File: src/rtl/scr_pkg.sv
// Shared helpers for the score reduction chain.
// Assumes scores are signed fixed-point log values that fit in 32 bits.
package scr_pkg;
    localparam int CORR_EQUAL = 2;
    localparam int CORR_NEAR  = 1;
    localparam int NEAR_SPAN  = 3;

    // Approximate log-domain addition: larger operand plus a small correction.
    function automatic int log_add(input int a, input int b);
        int hi;
        int gap;
        int corr;
        hi   = (a > b) ? a : b;
        gap  = (a > b) ? a - b : b - a;
        if (gap == 0)              corr = CORR_EQUAL;
        else if (gap <= NEAR_SPAN) corr = CORR_NEAR;
        else                       corr = 0;
        return hi + corr;
    endfunction
endpackage

File: src/rtl/scr_delay.sv
// Fixed delay line that aligns one core's result with its chain stage.
// Assumes DEPTH is small; DEPTH of zero is a plain wire.
module scr_delay #(
    parameter int W     = 8,
    parameter int DEPTH = 1
) (
    input  logic         clk,
    input  logic         rst_n,
    input  logic [W-1:0] din,
    output logic [W-1:0] dout
);
    generate
        if (DEPTH == 0) begin : g_wire
            assign dout = din;
        end else begin : g_regs
            logic [W-1:0] taps [DEPTH];
            // Shift the payload one tap per cycle.
            always_ff @(posedge clk) begin
                if (!rst_n) begin
                    for (int i = 0; i < DEPTH; i++) taps[i] <= '0;
                end else begin
                    taps[0] <= din;
                    for (int i = 1; i < DEPTH; i++) taps[i] <= taps[i-1];
                end
            end
            assign dout = taps[DEPTH-1];
        end
    endgenerate
endmodule

File: src/rtl/scr_order_stage.sv
// One registered hop of the order-score chain. Folds one core's log-sum into
// the running node value; the last core of a node also adds the node into the
// order total and clears the node value. Assumes core data is pre-aligned.
module scr_order_stage
    import scr_pkg::*;
#(
    parameter int SW   = 16,
    parameter int TW   = 4,
    parameter bit LAST = 1'b0
) (
    input  logic                 clk,
    input  logic                 rst_n,
    input  logic                 in_vld,
    input  logic [TW-1:0]        in_tag,
    input  logic signed [SW-1:0] in_acc,
    input  logic                 in_on,
    input  logic signed [SW-1:0] in_tot,
    input  logic                 in_any,
    input  logic                 core_act,
    input  logic signed [SW-1:0] core_sum,
    output logic                 out_vld,
    output logic [TW-1:0]        out_tag,
    output logic signed [SW-1:0] out_acc,
    output logic                 out_on,
    output logic signed [SW-1:0] out_tot,
    output logic                 out_any
);
    logic signed [SW-1:0] nx_acc, nx_tot, node_val;
    logic                 nx_on, nx_any, node_on;
    int                   folded;

    // Fold the core into the node, and close the node on its last core.
    always_comb begin
        folded   = log_add(int'(in_acc), int'(core_sum));
        node_val = core_act ? (in_on ? SW'(folded) : core_sum) : in_acc;
        node_on  = in_on | core_act;
        if (LAST) begin
            nx_tot = node_on ? in_tot + node_val : in_tot;
            nx_any = in_any | node_on;
            nx_acc = '0;
            nx_on  = 1'b0;
        end else begin
            nx_tot = in_tot;
            nx_any = in_any;
            nx_acc = node_val;
            nx_on  = node_on;
        end
    end

    // Register the hop.
    always_ff @(posedge clk) begin
        if (!rst_n) begin
            out_vld <= 1'b0;
            out_tag <= '0;
            out_acc <= '0;
            out_on  <= 1'b0;
            out_tot <= '0;
            out_any <= 1'b0;
        end else begin
            out_vld <= in_vld;
            out_tag <= in_tag;
            out_acc <= nx_acc;
            out_on  <= nx_on;
            out_tot <= nx_tot;
            out_any <= nx_any;
        end
    end

    generate
        if (!LAST) begin : g_chk
            // a fold never yields less than either operand.
            a_r3_fold_ge_operands: assert property (@(posedge clk) disable iff (!rst_n)
                (core_act && in_on) |=> (out_acc >= $past(in_acc) && out_acc >= $past(core_sum)));
        end
    endgenerate
endmodule

File: src/rtl/scr_best_stage.sv
// One registered hop of the graph chain for one core: keeps the best parent
// set seen so far in the current node (strictly greater replaces, so earlier
// cores win ties). Assumes core data is pre-aligned to this hop.
module scr_best_stage #(
    parameter int SW = 16,
    parameter int PW = 8,
    parameter int TW = 4,
    parameter int GW = 24
) (
    input  logic                 clk,
    input  logic                 rst_n,
    input  logic                 in_vld,
    input  logic [TW-1:0]        in_tag,
    input  logic signed [SW-1:0] in_tot,
    input  logic [GW-1:0]        in_vec,
    input  logic                 in_bon,
    input  logic signed [SW-1:0] in_bsc,
    input  logic [PW-1:0]        in_bset,
    input  logic                 core_act,
    input  logic signed [SW-1:0] core_bsc,
    input  logic [PW-1:0]        core_bset,
    output logic                 out_vld,
    output logic [TW-1:0]        out_tag,
    output logic signed [SW-1:0] out_tot,
    output logic [GW-1:0]        out_vec,
    output logic                 out_bon,
    output logic signed [SW-1:0] out_bsc,
    output logic [PW-1:0]        out_bset
);
    logic take;

    // Decide whether this core beats the node's current best.
    always_comb take = core_act && (!in_bon || core_bsc > in_bsc);

    // Register the hop.
    always_ff @(posedge clk) begin
        if (!rst_n) begin
            out_vld  <= 1'b0;
            out_tag  <= '0;
            out_tot  <= '0;
            out_vec  <= '0;
            out_bon  <= 1'b0;
            out_bsc  <= '0;
            out_bset <= '0;
        end else begin
            out_vld  <= in_vld;
            out_tag  <= in_tag;
            out_tot  <= in_tot;
            out_vec  <= in_vec;
            out_bon  <= in_bon | core_act;
            out_bsc  <= take ? core_bsc : in_bsc;
            out_bset <= take ? core_bset : in_bset;
        end
    end

    // after an active core the node best is at least that core's score.
    a_r6_best_ge_core: assert property (@(posedge clk) disable iff (!rst_n)
        core_act |=> (out_bon && out_bsc >= $past(core_bsc)));
endmodule

File: src/rtl/scr_commit_stage.sv
// Extra graph-chain hop at the end of each node: writes the node's chosen
// parent set into the graph vector and adds its score to the graph total.
// Assumes the vector field for NODE arrives as zero.
module scr_commit_stage #(
    parameter int SW   = 16,
    parameter int PW   = 8,
    parameter int TW   = 4,
    parameter int GW   = 24,
    parameter int NODE = 0
) (
    input  logic                 clk,
    input  logic                 rst_n,
    input  logic                 in_vld,
    input  logic [TW-1:0]        in_tag,
    input  logic signed [SW-1:0] in_tot,
    input  logic [GW-1:0]        in_vec,
    input  logic                 in_bon,
    input  logic signed [SW-1:0] in_bsc,
    input  logic [PW-1:0]        in_bset,
    output logic                 out_vld,
    output logic [TW-1:0]        out_tag,
    output logic signed [SW-1:0] out_tot,
    output logic [GW-1:0]        out_vec,
    output logic                 out_bon,
    output logic signed [SW-1:0] out_bsc,
    output logic [PW-1:0]        out_bset
);
    logic [GW-1:0] vec_nx;

    // Drop the chosen set into this node's field.
    always_comb begin
        vec_nx = in_vec;
        if (in_bon) vec_nx[NODE*PW +: PW] = in_bset;
    end

    // Register the hop and clear the per-node best for the next node.
    always_ff @(posedge clk) begin
        if (!rst_n) begin
            out_vld  <= 1'b0;
            out_tag  <= '0;
            out_tot  <= '0;
            out_vec  <= '0;
        end else begin
            out_vld  <= in_vld;
            out_tag  <= in_tag;
            out_tot  <= in_bon ? in_tot + in_bsc : in_tot;
            out_vec  <= vec_nx;
        end
    end

    assign out_bon  = 1'b0;
    assign out_bsc  = '0;
    assign out_bset = '0;

    // a node with no active core leaves the graph total untouched.
    a_r7_idle_node_keeps_total: assert property (@(posedge clk) disable iff (!rst_n)
        !in_bon |=> (out_tot == $past(in_tot)));
endmodule

File: src/rtl/score_chain_reducer.sv
// Top of the reduction chain. Builds an order chain of S hops and a graph
// chain of S + N_NODES hops, aligns each core's result to its hop with a delay
// line, and registers the final results. Assumes all active cores of one
// order raise valid in the same cycle.
module score_chain_reducer
    import scr_pkg::*;
#(
    parameter int N_NODES = 3,
    parameter int N_CORES = 2,
    parameter int SCORE_W = 16,
    parameter int PSET_W  = 8,
    parameter int TAG_W   = 4
) (
    input  logic                                clk,
    input  logic                                rst_n,
    input  logic [N_NODES*N_CORES-1:0]          core_vld,
    input  logic [N_NODES*N_CORES-1:0]          core_en,
    input  logic [N_NODES*N_CORES*SCORE_W-1:0]  core_sum,
    input  logic [N_NODES*N_CORES*PSET_W-1:0]   core_bset,
    input  logic [N_NODES*N_CORES*SCORE_W-1:0]  core_bscore,
    output logic                                order_valid,
    output logic signed [SCORE_W-1:0]           order_score,
    output logic                                order_err,
    output logic [TAG_W-1:0]                    order_tag,
    output logic                                graph_valid,
    output logic signed [SCORE_W-1:0]           graph_score,
    output logic [N_NODES*PSET_W-1:0]           graph_sets,
    output logic [TAG_W-1:0]                    graph_tag
);
    localparam int S  = N_NODES * N_CORES;
    localparam int G  = S + N_NODES;
    localparam int GW = N_NODES * PSET_W;

    logic             launch;
    logic [TAG_W-1:0] tag_cnt;
    logic [S-1:0]     act;

    assign launch = |core_vld;
    assign act    = core_vld & core_en;

    // Count launches to tag each order.
    always_ff @(posedge clk) begin
        if (!rst_n)      tag_cnt <= '0;
        else if (launch) tag_cnt <= tag_cnt + 1'b1;
    end

    // Order chain state, one entry per hop boundary.
    logic                      o_vld [S+1];
    logic [TAG_W-1:0]          o_tag [S+1];
    logic signed [SCORE_W-1:0] o_acc [S+1];
    logic                      o_on  [S+1];
    logic signed [SCORE_W-1:0] o_tot [S+1];
    logic                      o_any [S+1];

    // Graph chain state, one entry per hop boundary.
    logic                      g_vld  [G+1];
    logic [TAG_W-1:0]          g_tag  [G+1];
    logic signed [SCORE_W-1:0] g_tot  [G+1];
    logic [GW-1:0]             g_vec  [G+1];
    logic                      g_bon  [G+1];
    logic signed [SCORE_W-1:0] g_bsc  [G+1];
    logic [PSET_W-1:0]         g_bset [G+1];

    assign o_vld[0] = launch;
    assign o_tag[0] = tag_cnt;
    assign o_acc[0] = '0;
    assign o_on[0]  = 1'b0;
    assign o_tot[0] = '0;
    assign o_any[0] = 1'b0;

    assign g_vld[0]  = launch;
    assign g_tag[0]  = tag_cnt;
    assign g_tot[0]  = '0;
    assign g_vec[0]  = '0;
    assign g_bon[0]  = 1'b0;
    assign g_bsc[0]  = '0;
    assign g_bset[0] = '0;

    generate
        for (genvar n = 0; n < N_NODES; n++) begin : g_node
            for (genvar c = 0; c < N_CORES; c++) begin : g_core
                localparam int K = n * N_CORES + c;
                localparam int P = n * (N_CORES + 1) + c;

                logic                      od_act;
                logic signed [SCORE_W-1:0] od_sum;
                logic                      gd_act;
                logic signed [SCORE_W-1:0] gd_bsc;
                logic [PSET_W-1:0]         gd_bset;

                scr_delay #(.W(1 + SCORE_W), .DEPTH(K)) u_odly (
                    .clk  (clk),
                    .rst_n(rst_n),
                    .din  ({act[K], core_sum[K*SCORE_W +: SCORE_W]}),
                    .dout ({od_act, od_sum})
                );

                scr_order_stage #(.SW(SCORE_W), .TW(TAG_W), .LAST(c == N_CORES - 1)) u_ost (
                    .clk     (clk),
                    .rst_n   (rst_n),
                    .in_vld  (o_vld[K]),
                    .in_tag  (o_tag[K]),
                    .in_acc  (o_acc[K]),
                    .in_on   (o_on[K]),
                    .in_tot  (o_tot[K]),
                    .in_any  (o_any[K]),
                    .core_act(od_act),
                    .core_sum(od_sum),
                    .out_vld (o_vld[K+1]),
                    .out_tag (o_tag[K+1]),
                    .out_acc (o_acc[K+1]),
                    .out_on  (o_on[K+1]),
                    .out_tot (o_tot[K+1]),
                    .out_any (o_any[K+1])
                );

                scr_delay #(.W(1 + SCORE_W + PSET_W), .DEPTH(P)) u_gdly (
                    .clk  (clk),
                    .rst_n(rst_n),
                    .din  ({act[K], core_bscore[K*SCORE_W +: SCORE_W], core_bset[K*PSET_W +: PSET_W]}),
                    .dout ({gd_act, gd_bsc, gd_bset})
                );

                scr_best_stage #(.SW(SCORE_W), .PW(PSET_W), .TW(TAG_W), .GW(GW)) u_bst (
                    .clk      (clk),
                    .rst_n    (rst_n),
                    .in_vld   (g_vld[P]),
                    .in_tag   (g_tag[P]),
                    .in_tot   (g_tot[P]),
                    .in_vec   (g_vec[P]),
                    .in_bon   (g_bon[P]),
                    .in_bsc   (g_bsc[P]),
                    .in_bset  (g_bset[P]),
                    .core_act (gd_act),
                    .core_bsc (gd_bsc),
                    .core_bset(gd_bset),
                    .out_vld  (g_vld[P+1]),
                    .out_tag  (g_tag[P+1]),
                    .out_tot  (g_tot[P+1]),
                    .out_vec  (g_vec[P+1]),
                    .out_bon  (g_bon[P+1]),
                    .out_bsc  (g_bsc[P+1]),
                    .out_bset (g_bset[P+1])
                );
            end

            localparam int Q = n * (N_CORES + 1) + N_CORES;

            scr_commit_stage #(.SW(SCORE_W), .PW(PSET_W), .TW(TAG_W), .GW(GW), .NODE(n)) u_cst (
                .clk     (clk),
                .rst_n   (rst_n),
                .in_vld  (g_vld[Q]),
                .in_tag  (g_tag[Q]),
                .in_tot  (g_tot[Q]),
                .in_vec  (g_vec[Q]),
                .in_bon  (g_bon[Q]),
                .in_bsc  (g_bsc[Q]),
                .in_bset (g_bset[Q]),
                .out_vld (g_vld[Q+1]),
                .out_tag (g_tag[Q+1]),
                .out_tot (g_tot[Q+1]),
                .out_vec (g_vec[Q+1]),
                .out_bon (g_bon[Q+1]),
                .out_bsc (g_bsc[Q+1]),
                .out_bset(g_bset[Q+1])
            );
        end
    endgenerate

    logic unused_tail;
    assign unused_tail = ^{o_acc[S], o_on[S], g_bon[G], g_bsc[G], g_bset[G]};

    // Register the order result for the controller.
    always_ff @(posedge clk) begin
        if (!rst_n) begin
            order_valid <= 1'b0;
            order_score <= '0;
            order_err   <= 1'b0;
            order_tag   <= '0;
        end else begin
            order_valid <= o_vld[S];
            order_score <= o_any[S] ? o_tot[S] : '0;
            order_err   <= o_vld[S] & ~o_any[S];
            order_tag   <= o_tag[S];
        end
    end

    // Register the assembled graph result.
    always_ff @(posedge clk) begin
        if (!rst_n) begin
            graph_valid <= 1'b0;
            graph_score <= '0;
            graph_sets  <= '0;
            graph_tag   <= '0;
        end else begin
            graph_valid <= g_vld[G];
            graph_score <= g_tot[G];
            graph_sets  <= g_vec[G];
            graph_tag   <= g_tag[G];
        end
    end

    // an empty order reports a zero score.
    a_r9_err_zero_score: assert property (@(posedge clk) disable iff (!rst_n)
        order_err |-> (order_valid && order_score == '0));

    // back-to-back order results carry consecutive tags.
    a_r8_order_tag_step: assert property (@(posedge clk) disable iff (!rst_n)
        (order_valid && $past(order_valid)) |-> (order_tag == TAG_W'($past(order_tag) + 1'b1)));

    // back-to-back graph results carry consecutive tags.
    a_r8_graph_tag_step: assert property (@(posedge clk) disable iff (!rst_n)
        (graph_valid && $past(graph_valid)) |-> (graph_tag == TAG_W'($past(graph_tag) + 1'b1)));
endmodule

File: config.mk
export PLATFORM = sky130hd
export DESIGN_NAME = score_chain_reducer
export DESIGN_NICKNAME = d
export VERILOG_FILES = /design/src/rtl/scr_pkg.sv /design/src/rtl/scr_delay.sv /design/src/rtl/scr_order_stage.sv /design/src/rtl/scr_best_stage.sv /design/src/rtl/scr_commit_stage.sv /design/src/rtl/score_chain_reducer.sv
export SDC_FILE = /design/constraint.sdc
export NUM_CORES = 2
export LEC_CHECK = 0
export BUFFER_PORTS_ARGS = -buffer_cell sky130_fd_sc_hd__buf_2
export CORE_UTILIZATION = 35
export DETAILED_ROUTE_END_ITERATION = 10
export PLACE_DENSITY_LB_ADDON = 0.12
export SLEW_MARGIN = 20
export SYNTH_ARGS = -nofsm -noshare
export SYNTH_HDL_FRONTEND = slang
export SYNTH_SLANG_ARGS = --single-unit
File: constraint.sdc
create_clock -name clk -period 7.6 [get_ports clk]
set_input_delay 0.38 -clock clk [delete_from_list [all_inputs] [get_ports clk]]
set_output_delay 0.38 -clock clk [all_outputs]
set_load 0.03 [all_outputs]
### Word level (Yosys, flattened, before mapping)

Memories as Yosys holds them, arrays and structs flattened.
Index checks and enable logic that the tools add are counted.
W data, S select, Z words.

| storage, ports and cells | value |
|---|---|
| logic and storage cells | 245 |
| memories | 10 |
| output and inout bits | 67 |
| RAM bits | 780 |
| register bits | 604 |
| ROM bits | 0 |
| input bits | 254 |
| latch bits | 0 |

Memory list:

| memory | depth | width | rd ports | clocked after Yosys merged registers in | wr ports | RTL line | text |
|---|---|---|---|---|---|---|---|
| g_node[2].g_core[1].u_gdly.g_regs.taps | 7 | 25 | 7 | 0 | 7 | scr_delay.sv:16 | `logic [W-1:0] taps [DEPTH];` |
| g_node[2].g_core[0].u_gdly.g_regs.taps | 6 | 25 | 6 | 0 | 6 | scr_delay.sv:16 |  |
| g_node[1].g_core[1].u_gdly.g_regs.taps | 4 | 25 | 4 | 0 | 4 | scr_delay.sv:16 |  |
| g_node[2].g_core[1].u_odly.g_regs.taps | 5 | 17 | 5 | 0 | 5 | scr_delay.sv:16 |  |
| g_node[1].g_core[0].u_gdly.g_regs.taps | 3 | 25 | 3 | 0 | 3 | scr_delay.sv:16 |  |
| g_node[2].g_core[0].u_odly.g_regs.taps | 4 | 17 | 4 | 0 | 4 | scr_delay.sv:16 |  |
| +4 memories | -- | -- | -- | -- | -- | -- |  |

| operators by class | value |
|---|---|
| equal/unequal tests | 0 |
| reductions and logical operators | 25 |
| multipliers | 0 |
| mux-type cells | 68 |
| add/sub/neg operators | 14 |
| magnitude comparators | 9 |
| bitwise gates (word level) | 45 |
| shift operators | 0 |
| divide/modulo/power cells | 0 |

Operators with widths:

| cell | number |
|---|---|
| $mux W25 | 21 |
| $mux W16 | 16 |
| $mux W17 | 15 |
| $sub A16 B16 Y17 | 6 |
| $gt A16 B16 Y1 | 6 |
| $le A32 B3 Y1 const B | 3 |
| $logic_not A32 Y1 | 3 |
| $mux W32 | 3 |
| $add A16 B16 Y16 | 4 |
| $add A16 B3 Y16 | 3 |
| $or A1 B1 Y1 | 42 |
| $reduce_or A25 Y1 | 1 |
| $mux W8 | 3 |
| $reduce_and A2 Y1 | 10 |
| $reduce_or A17 Y1 | 1 |
| $mux W1 | 7 |
| $and A6 B6 Y6 | 1 |
| $mux W2 | 3 |
| $reduce_or A6 Y1 | 1 |
| $add A4 B1 Y4 const B | 1 |
| $logic_and A1 B1 Y1 | 3 |
| $logic_not A1 Y1 | 3 |
| $logic_or A1 B1 Y1 | 3 |
| $and A1 B1 Y1 | 1 |
| $not A1 Y1 | 1 |

### Logic depth before layout (Yosys ltp)

An unclocked memory read counts as a cell.

| logic depth | value |
|---|---|
| depth in word-level cells | 11 |
| gate-level depth with buffers | 34 |
| mapped depth without buffers | 33 |

### By module

A second synthesis with hierarchy kept.

| unflattened totals | value |
|---|---|
| cells, all modules | 7,826 |
| area, all modules | 73,265.3 um2 |

Modules (own cells, without submodules):

| module | cells each | times used | sequential area each (um2) | area an instance (um2) |
|---|---|---|---|---|
| scr_best_stage | 261 | 6 | 1,401.3 | 2,656.3 |
| scr_order_stage at g_node[0].g_core[1].u_ost ... | 684 | 2 | 440.4 | 4,687.0 |
| scr_order_stage at g_node[1].g_core[0].u_ost ... | 522 | 2 | 780.7 | 3,903.7 |
| scr_commit_stage | 253 | 3 | 900.9 | 2,379.8 |
| scr_delay at g_node[2].g_core[1].u_gdly | 369 | 1 | 3,503.4 | 4,793.3 |
| scr_order_stage at g_node[2].g_core[1].u_ost | 633 | 1 | 440.4 | 4,556.9 |
| scr_delay at g_node[2].g_core[0].u_gdly | 341 | 1 | 3,002.9 | 4,277.9 |
| scr_order_stage at g_node[0].g_core[0].u_ost | 518 | 1 | 780.7 | 3,991.3 |
| scr_delay at g_node[1].g_core[1].u_gdly | 210 | 1 | 2,001.9 | 2,788.9 |
| scr_delay at g_node[2].g_core[1].u_odly | 179 | 1 | 1,701.6 | 2,316.0 |
| scr_delay at g_node[1].g_core[0].u_gdly | 183 | 1 | 1,501.4 | 2,235.9 |
| score_chain_reducer | 172 | 1 | 1,421.4 | 2,052.0 |
| scr_delay at g_node[2].g_core[0].u_odly | 143 | 1 | 1,361.3 | 1,866.8 |
| scr_delay at g_node[1].g_core[1].u_odly | 124 | 1 | 1,021.0 | 1,556.5 |
| +5 rows | -- | -- | -- | -- |

### Worst setup path after synthesis

OpenSTA, ideal clock, no wires.

| timing | value |
|---|---|
| kind | register to register |
| start point | memory g_node[2].g_core[1].u_odly.g_regs.taps[0][71] (netlist bit) |
| end point | register g_node[2].g_core[1].u_ost.out_tot[15] |
| data required time | 7.518 ns |
| path buffers | 2 |
| setup slack | 0.291 ns |
| cell stages (with the launch flop) | 33 |
| arrival | 7.227 ns |
| cells stage by stage | dfxtp_1 -> inv_1 -> ha_1 -> buf_6 -> a21o_1 -> a21o_1 -> or2_1 -> buf_6 -> a2111oi_4 -> nor2_2 -> mux2_4 -> o2111a_1 -> a2111o_1 -> or4_4 -> o31ai_1 -> ha_1 -> inv_1 -> fa_1 -> a21oi_1 -> nand2_1 -> xnor2_1 -> a21oi_1 -> o22ai_1 -> ha_1 -> nand2_1 -> o21ai_0 -> o41ai_1 -> o211ai_1 -> a31oi_1 -> nor2b_1 -> o21ai_0 -> mux4_2 -> o2111ai_1 |

RTL lines:

| item | RTL line | text |
|---|---|---|
| start, declared | scr_delay.sv:16 |  |
| end signal, assigned | scr_order_stage.sv:64 | `out_tot <= nx_tot;` |
| end, declared | scr_order_stage.sv:25 | `output logic signed [SW-1:0] out_tot,` |

==> impl_metrics.prom <==
# TYPE chip_impl_metric gauge
chip_impl_info{name="status",value="complete, but fails checks"} 1
chip_impl_info{name="violations",value="DRC"} 1
chip_impl_metric{name="cp_data_arrival_time",unit="ns"} 7.87
chip_impl_metric{name="syn_to_final_growth",unit="%"} 24.2
chip_impl_metric{name="core_area",unit="sq um"} 144000
chip_impl_info{name="cpLargestDelayFamily",value="compound AO/OA/AOI/OAI gates"} 1
chip_impl_metric{name="htreeDepth",unit=""} 4
chip_impl_metric{name="max-slew-margin-rel",unit=""} 0.242
chip_impl_info{name="synth_top_area_cell",value="sky130_fd_sc_hd__dfxtp_1"} 1
chip_impl_metric{name="vias",unit=""} 36600
chip_impl_metric{name="synthSimpleGateAreaFrac",unit=""} 0.232
chip_impl_metric{name="net-switching-power",unit="mW"} 3.59
chip_impl_metric{name="post_synth_design_cell_area",unit="sq um"} 51000
chip_impl_metric{name="powerDensity",unit="nW/um^2"} 242
chip_impl_metric{name="ys_warn_count",unit=""} 0
chip_impl_info{name="synth_flop_cell",value="sky130_fd_sc_hd__dfxtp_1"} 1
chip_impl_metric{name="cp.required",unit="ns"} 8.27
chip_impl_metric{name="share_of_final_layout_standard_cells_stronger_than_drive_strength_1",unit=""} 0.147
chip_impl_info{name="start_kind",value="flop"} 1
chip_impl_metric{name="switching_share",unit=""} 0.234
chip_impl_metric{name="synth.yosys.seq_area_share",unit=""} 0.536
chip_impl_metric{name="cts.sinks",unit=""} 1366
chip_impl_info{name="critPathMostFrequentCell",value="sky130_fd_sc_hd__buf_4"} 1
chip_impl_metric{name="io_pins",unit=""} 321
chip_impl_metric{name="synthXorXnorAreaFrac",unit=""} 0.0139
chip_impl_metric{name="grt_start_max_net_pins",unit=""} 336
chip_impl_metric{name="synthAdderAreaFrac",unit=""} 0.0569
chip_impl_metric{name="drtIter0Drc",unit=""} 2018
chip_impl_metric{name="p_clk_frac",unit=""} 0.450
chip_impl_metric{name="peakVddDrop",unit="uV"} 174
chip_impl_metric{name="grt_overflow_total",unit=""} 0
chip_impl_metric{name="internal-power",unit="mW"} 11.8
chip_impl_metric{name="synth.lib_cells_used.distinct",unit=""} 83
chip_impl_metric{name="timing.fmax",unit="MHz"} 139
chip_impl_metric{name="routedWlPerCell",unit="um"} 17.3
chip_impl_metric{name="synthesis.area_per_instance",unit="sq um"} 9.98
chip_impl_metric{name="async_reset_ff_frac",unit=""} 0
chip_impl_metric{name="slew_viol_final",unit=""} 0
chip_impl_metric{name="final_nets",unit=""} 6268
chip_impl_metric{name="critPathBufInv",unit=""} 5
chip_impl_metric{name="initial_core_util",unit=""} 0.354
chip_impl_metric{name="route.detailed.vias_per_inst",unit=""} 4.68
chip_impl_metric{name="drt_wl_total",unit="um"} 135000
chip_impl_info{name="tritoncts",value="built"} 1
chip_impl_metric{name="grt_pass1_vias",unit=""} 35800
chip_impl_info{name="slowest_stage",value="sky130_fd_sc_hd__a211o_2"} 1
chip_impl_metric{name="ant_nets",unit=""} 0
chip_impl_metric{name="hold_violations",unit=""} 0
chip_impl_metric{name="worst_skew_pair.late_latency",unit="ns"} 0.76
chip_impl_metric{name="total_power",unit="mW"} 15.4
chip_impl_info{name="synth_top_family_by_area",value="simple AND/OR/NAND/NOR gates"} 1
chip_impl_metric{name="cts-root-to-sink-buffers",unit=""} 3
chip_impl_info{name="root_buffer",value="sky130_fd_sc_hd__clkbuf_16"} 1
chip_impl_metric{name="power_leakage",unit="nW"} 27.1
chip_impl_info{name="timing.setup.critical_path_class",value="flop to flop"} 1
chip_impl_metric{name="gpl.final_weighted_congestion",unit=""} 0.845
chip_impl_metric{name="post_synth_edffs",unit=""} 0
chip_impl_metric{name="proportion_of_synthesized_area_in_mux_cells",unit=""} 0.0250
chip_impl_metric{name="syn_inst",unit=""} 5111
chip_impl_metric{name="track_usage",unit=""} 0.181
chip_impl_metric{name="layout_min_cycle_time",unit="ns"} 7.19
chip_impl_info{name="critPathCaptureType",value="flop"} 1
chip_impl_metric{name="floorplan_row_count",unit=""} 139
chip_impl_metric{name="ys_seq_elements",unit=""} 1366
chip_impl_metric{name="hpwl",unit="um"} 96200
chip_impl_metric{name="finalClockSkew",unit="ns"} 0.0383
chip_impl_metric{name="drt_pass1_iterations",unit=""} 10
chip_impl_metric{name="tns",unit="ns"} 0
chip_impl_metric{name="dieWidth",unit="um"} 384
chip_impl_metric{name="io_buffers",unit=""} 320
chip_impl_metric{name="sequentialPowerShare",unit=""} 0.480
chip_impl_metric{name="min_period_over_period",unit=""} 0.946
chip_impl_metric{name="critPathMaxFanout",unit=""} 10
chip_impl_metric{name="antenna_found_initial",unit=""} 11
chip_impl_metric{name="drc",unit=""} 18
chip_impl_info{name="min_path_type",value="primary input to flop"} 1
chip_impl_metric{name="syn_nets",unit=""} 5589
chip_impl_metric{name="worstMarginPinSlew",unit="ns"} 1.14
chip_impl_metric{name="report.final.setup_viol",unit=""} 0
chip_impl_metric{name="grt_pass1_wl",unit="um"} 208000
chip_impl_metric{name="clk_pin_slew",unit="ns"} 0.06
chip_impl_metric{name="synthesized_area_fraction_occupied_by_ao_oa_aoi_and_oai_cells",unit=""} 0.0989
chip_impl_info{name="yosys-top-cells-area",value="sky130_fd_sc_hd__dfxtp_1 54%, sky130_fd_sc_hd__and2_1 14%, sky130_fd_sc_hd__ha_1 5.2%"} 1
chip_impl_metric{name="floorplan.die_area",unit="sq um"} 147000
chip_impl_metric{name="cts_buffers",unit=""} 147
chip_impl_metric{name="die_height",unit="um"} 384
chip_impl_metric{name="power_frac_comb",unit=""} 0.069
chip_impl_metric{name="critPathMaxStageDelay",unit="ns"} 0.46
chip_impl_metric{name="fraction_of_post_synthesis_cell_area_in_the_top_cell_type_by_area",unit=""} 0.536
chip_impl_metric{name="drv.max_cap_violation_count",unit=""} 0
final timing paths:
kind | from | end | slack [ns] | depth (start not counted)
hold reg to reg | g_node[2].g_core[1].u_odly.g_regs.taps[0][18] | g_node[2].g_core[1].u_odly.g_regs.taps[0][35] | 0.40 | 1
setup reg to reg | g_node[1].g_core[1].u_odly.g_regs.taps[0][40] | g_node[1].g_core[1].u_ost.out_tot[15] | 0.41 | 34
hold / removal | rst_n | g_node[0].g_core[1].u_gdly.g_regs.taps[0][3] | 0.08 | 2
setup / recovery | g_node[1].g_core[1].u_odly.g_regs.taps[0][40] | g_node[1].g_core[1].u_ost.out_tot[15] | 0.41 | 34
registers in the layout (all words and copies together) (netlist names), 2 cells and up:
name,flops
g_node.u_cst.out_tot,48
g_node.g_core.u_bst.out_vec,48
g_node.u_cst.out_vec,48
g_node.u_cst.out_tag,4
graph_score,16
g_node.g_core.u_ost.out_any,5
g_node.g_core.u_ost.out_on,2
graph_tag,4
g_node.g_core.u_ost.out_tag,16
order_score,16
g_node.g_core.u_bst.out_bon,5
graph_sets,24
g_node.g_core.u_bst.out_tag,16
g_node.g_core.u_bst.out_vld,4
g_node.g_core.u_bst.out_bsc,96
g_node.g_core.u_ost.out_acc,48
g_node.g_core.u_bst.out_tot,64
g_node.g_core.u_odly.g_regs.taps,249
g_node.g_core.u_ost.out_vld,4
g_node.g_core.u_ost.out_tot,80
g_node.g_core.u_bst.out_bset,48
g_node.g_core.u_gdly.g_regs.taps,514
tag_cnt,4
timing repair:
action	CTS	global route
hold buffers	249	0
endpoints found under the setup margin	0	15
resized for setup	0	43
hold endpoints to repair	245	0
setup buffers	0	3
through the flow:
stage	instance area, sq um	hold slack, ns	util	cells	worst slack [ns]
after floorplan	51000	0.412	-	5111	0.291
after global placement	55900	0.414	0.387	7291	0.214
after detailed placement	55900	0.417	0.387	7291	0.167
after CTS	63100	0.0166	0.438	7806	0.0861
after global routing	63300	0.0335	0.439	7810	-0.0141
final	63300	0.0824	0.439	7811	0.407
worst reg2reg max path, delay by kind of cell, from the launching register on:
kind,cells,cell delay [ns]
muxes,1,0.18
DFF,1,0.33
buffers and inverters,5,0.73
xor gates and xnor gates,1,0.15
adders and majority gates,3,0.75
AOI/OAI and AO/OA,16,3.35
and+or+nand+nor,8,1.60
per-layer routing:
metal / GRT usage / vias up / wire, um
li1: - / 18500 / -
met1: 0.244 / 17200 / 64800
met2: 0.296 / 679 / 62100
met3: 0.0261 / 205 / 4520
met4: 0.0604 / 0 / 3830
met5: 0 / - / 0
cell families after synthesis:
| kind of cell | Yosys count |
|---|---|
| AO/OA/AOI/OAI | 756 |
| adder cells (fa/ha/maj) | 224 |
| multiplexers | 122 |
| flip-flops | 1366 |
| buffers and inverters | 502 |
| AND/OR/NAND/NOR | 2060 |
| XOR/XNOR | 81 |
cell usage after synthesis (all sizes together), types with 56 or more instances:
cell	count
clkbuf	274
nor2	111
o21ai	164
and3	183
inv	204
nand3	124
mux2i	111
ha	211
a21oi	161
dfxtp	1366
nand2	271
a31oi	56
and2	1110
a21o	69
layout make-up:
| class | count | area (sq um) |
|---|---|---|
| antenna | 1 | 2.50 |
| clock buffer | 217 | 4140 |
| clock inverter | 49 | 624 |
| fill | 13900 | 80800 |
| inverter | 206 | 773 |
| multi-input combinational | 3243 | 21900 |
| sequential | 1366 | 27400 |
| tap | 1903 | 2380 |
| timing repair buffer | 826 | 6120 |
power groups by stage:
stage / registers [mW] / clock network [mW] / logic (mW)
floorplan: 7.50 / 0 / 0.605
global placement: 7.53 / 0 / 0.959
detailed placement: 7.53 / 0 / 0.954
CTS: 7.37 / 7.16 / 1.06
global route: 7.38 / 7.46 / 1.18
finish: 7.37 / 6.92 / 1.07
placed cells by master (no fill, tap or decap), drive strengths merged, types with 9 or more instances in the layout:
cell type / instances
a21o: 69
nand2b: 13
nor2: 111
and3: 183
nand4: 44
inv: 208
xnor2: 51
or2: 10
o211ai: 30
a2111oi: 9
o22ai: 10
or3: 33
o2111ai: 37
nor3: 51
a211oi: 23
dfxtp: 1366
nor2b: 49
xor2: 30
mux2i: 111
nand3: 124
nor4: 17
a31oi: 56
clkinv: 38
and4: 12
a21oi: 161
clkbuf: 217
o31ai: 16
o21a: 41
a221oi: 20
o21ai: 164
buf: 577
o21bai: 9
fa: 13
ha: 211
and2: 1110
dlygate4sd3: 249
nand2: 271
a21boi: 16
Power figures use the tool's default switching activity.
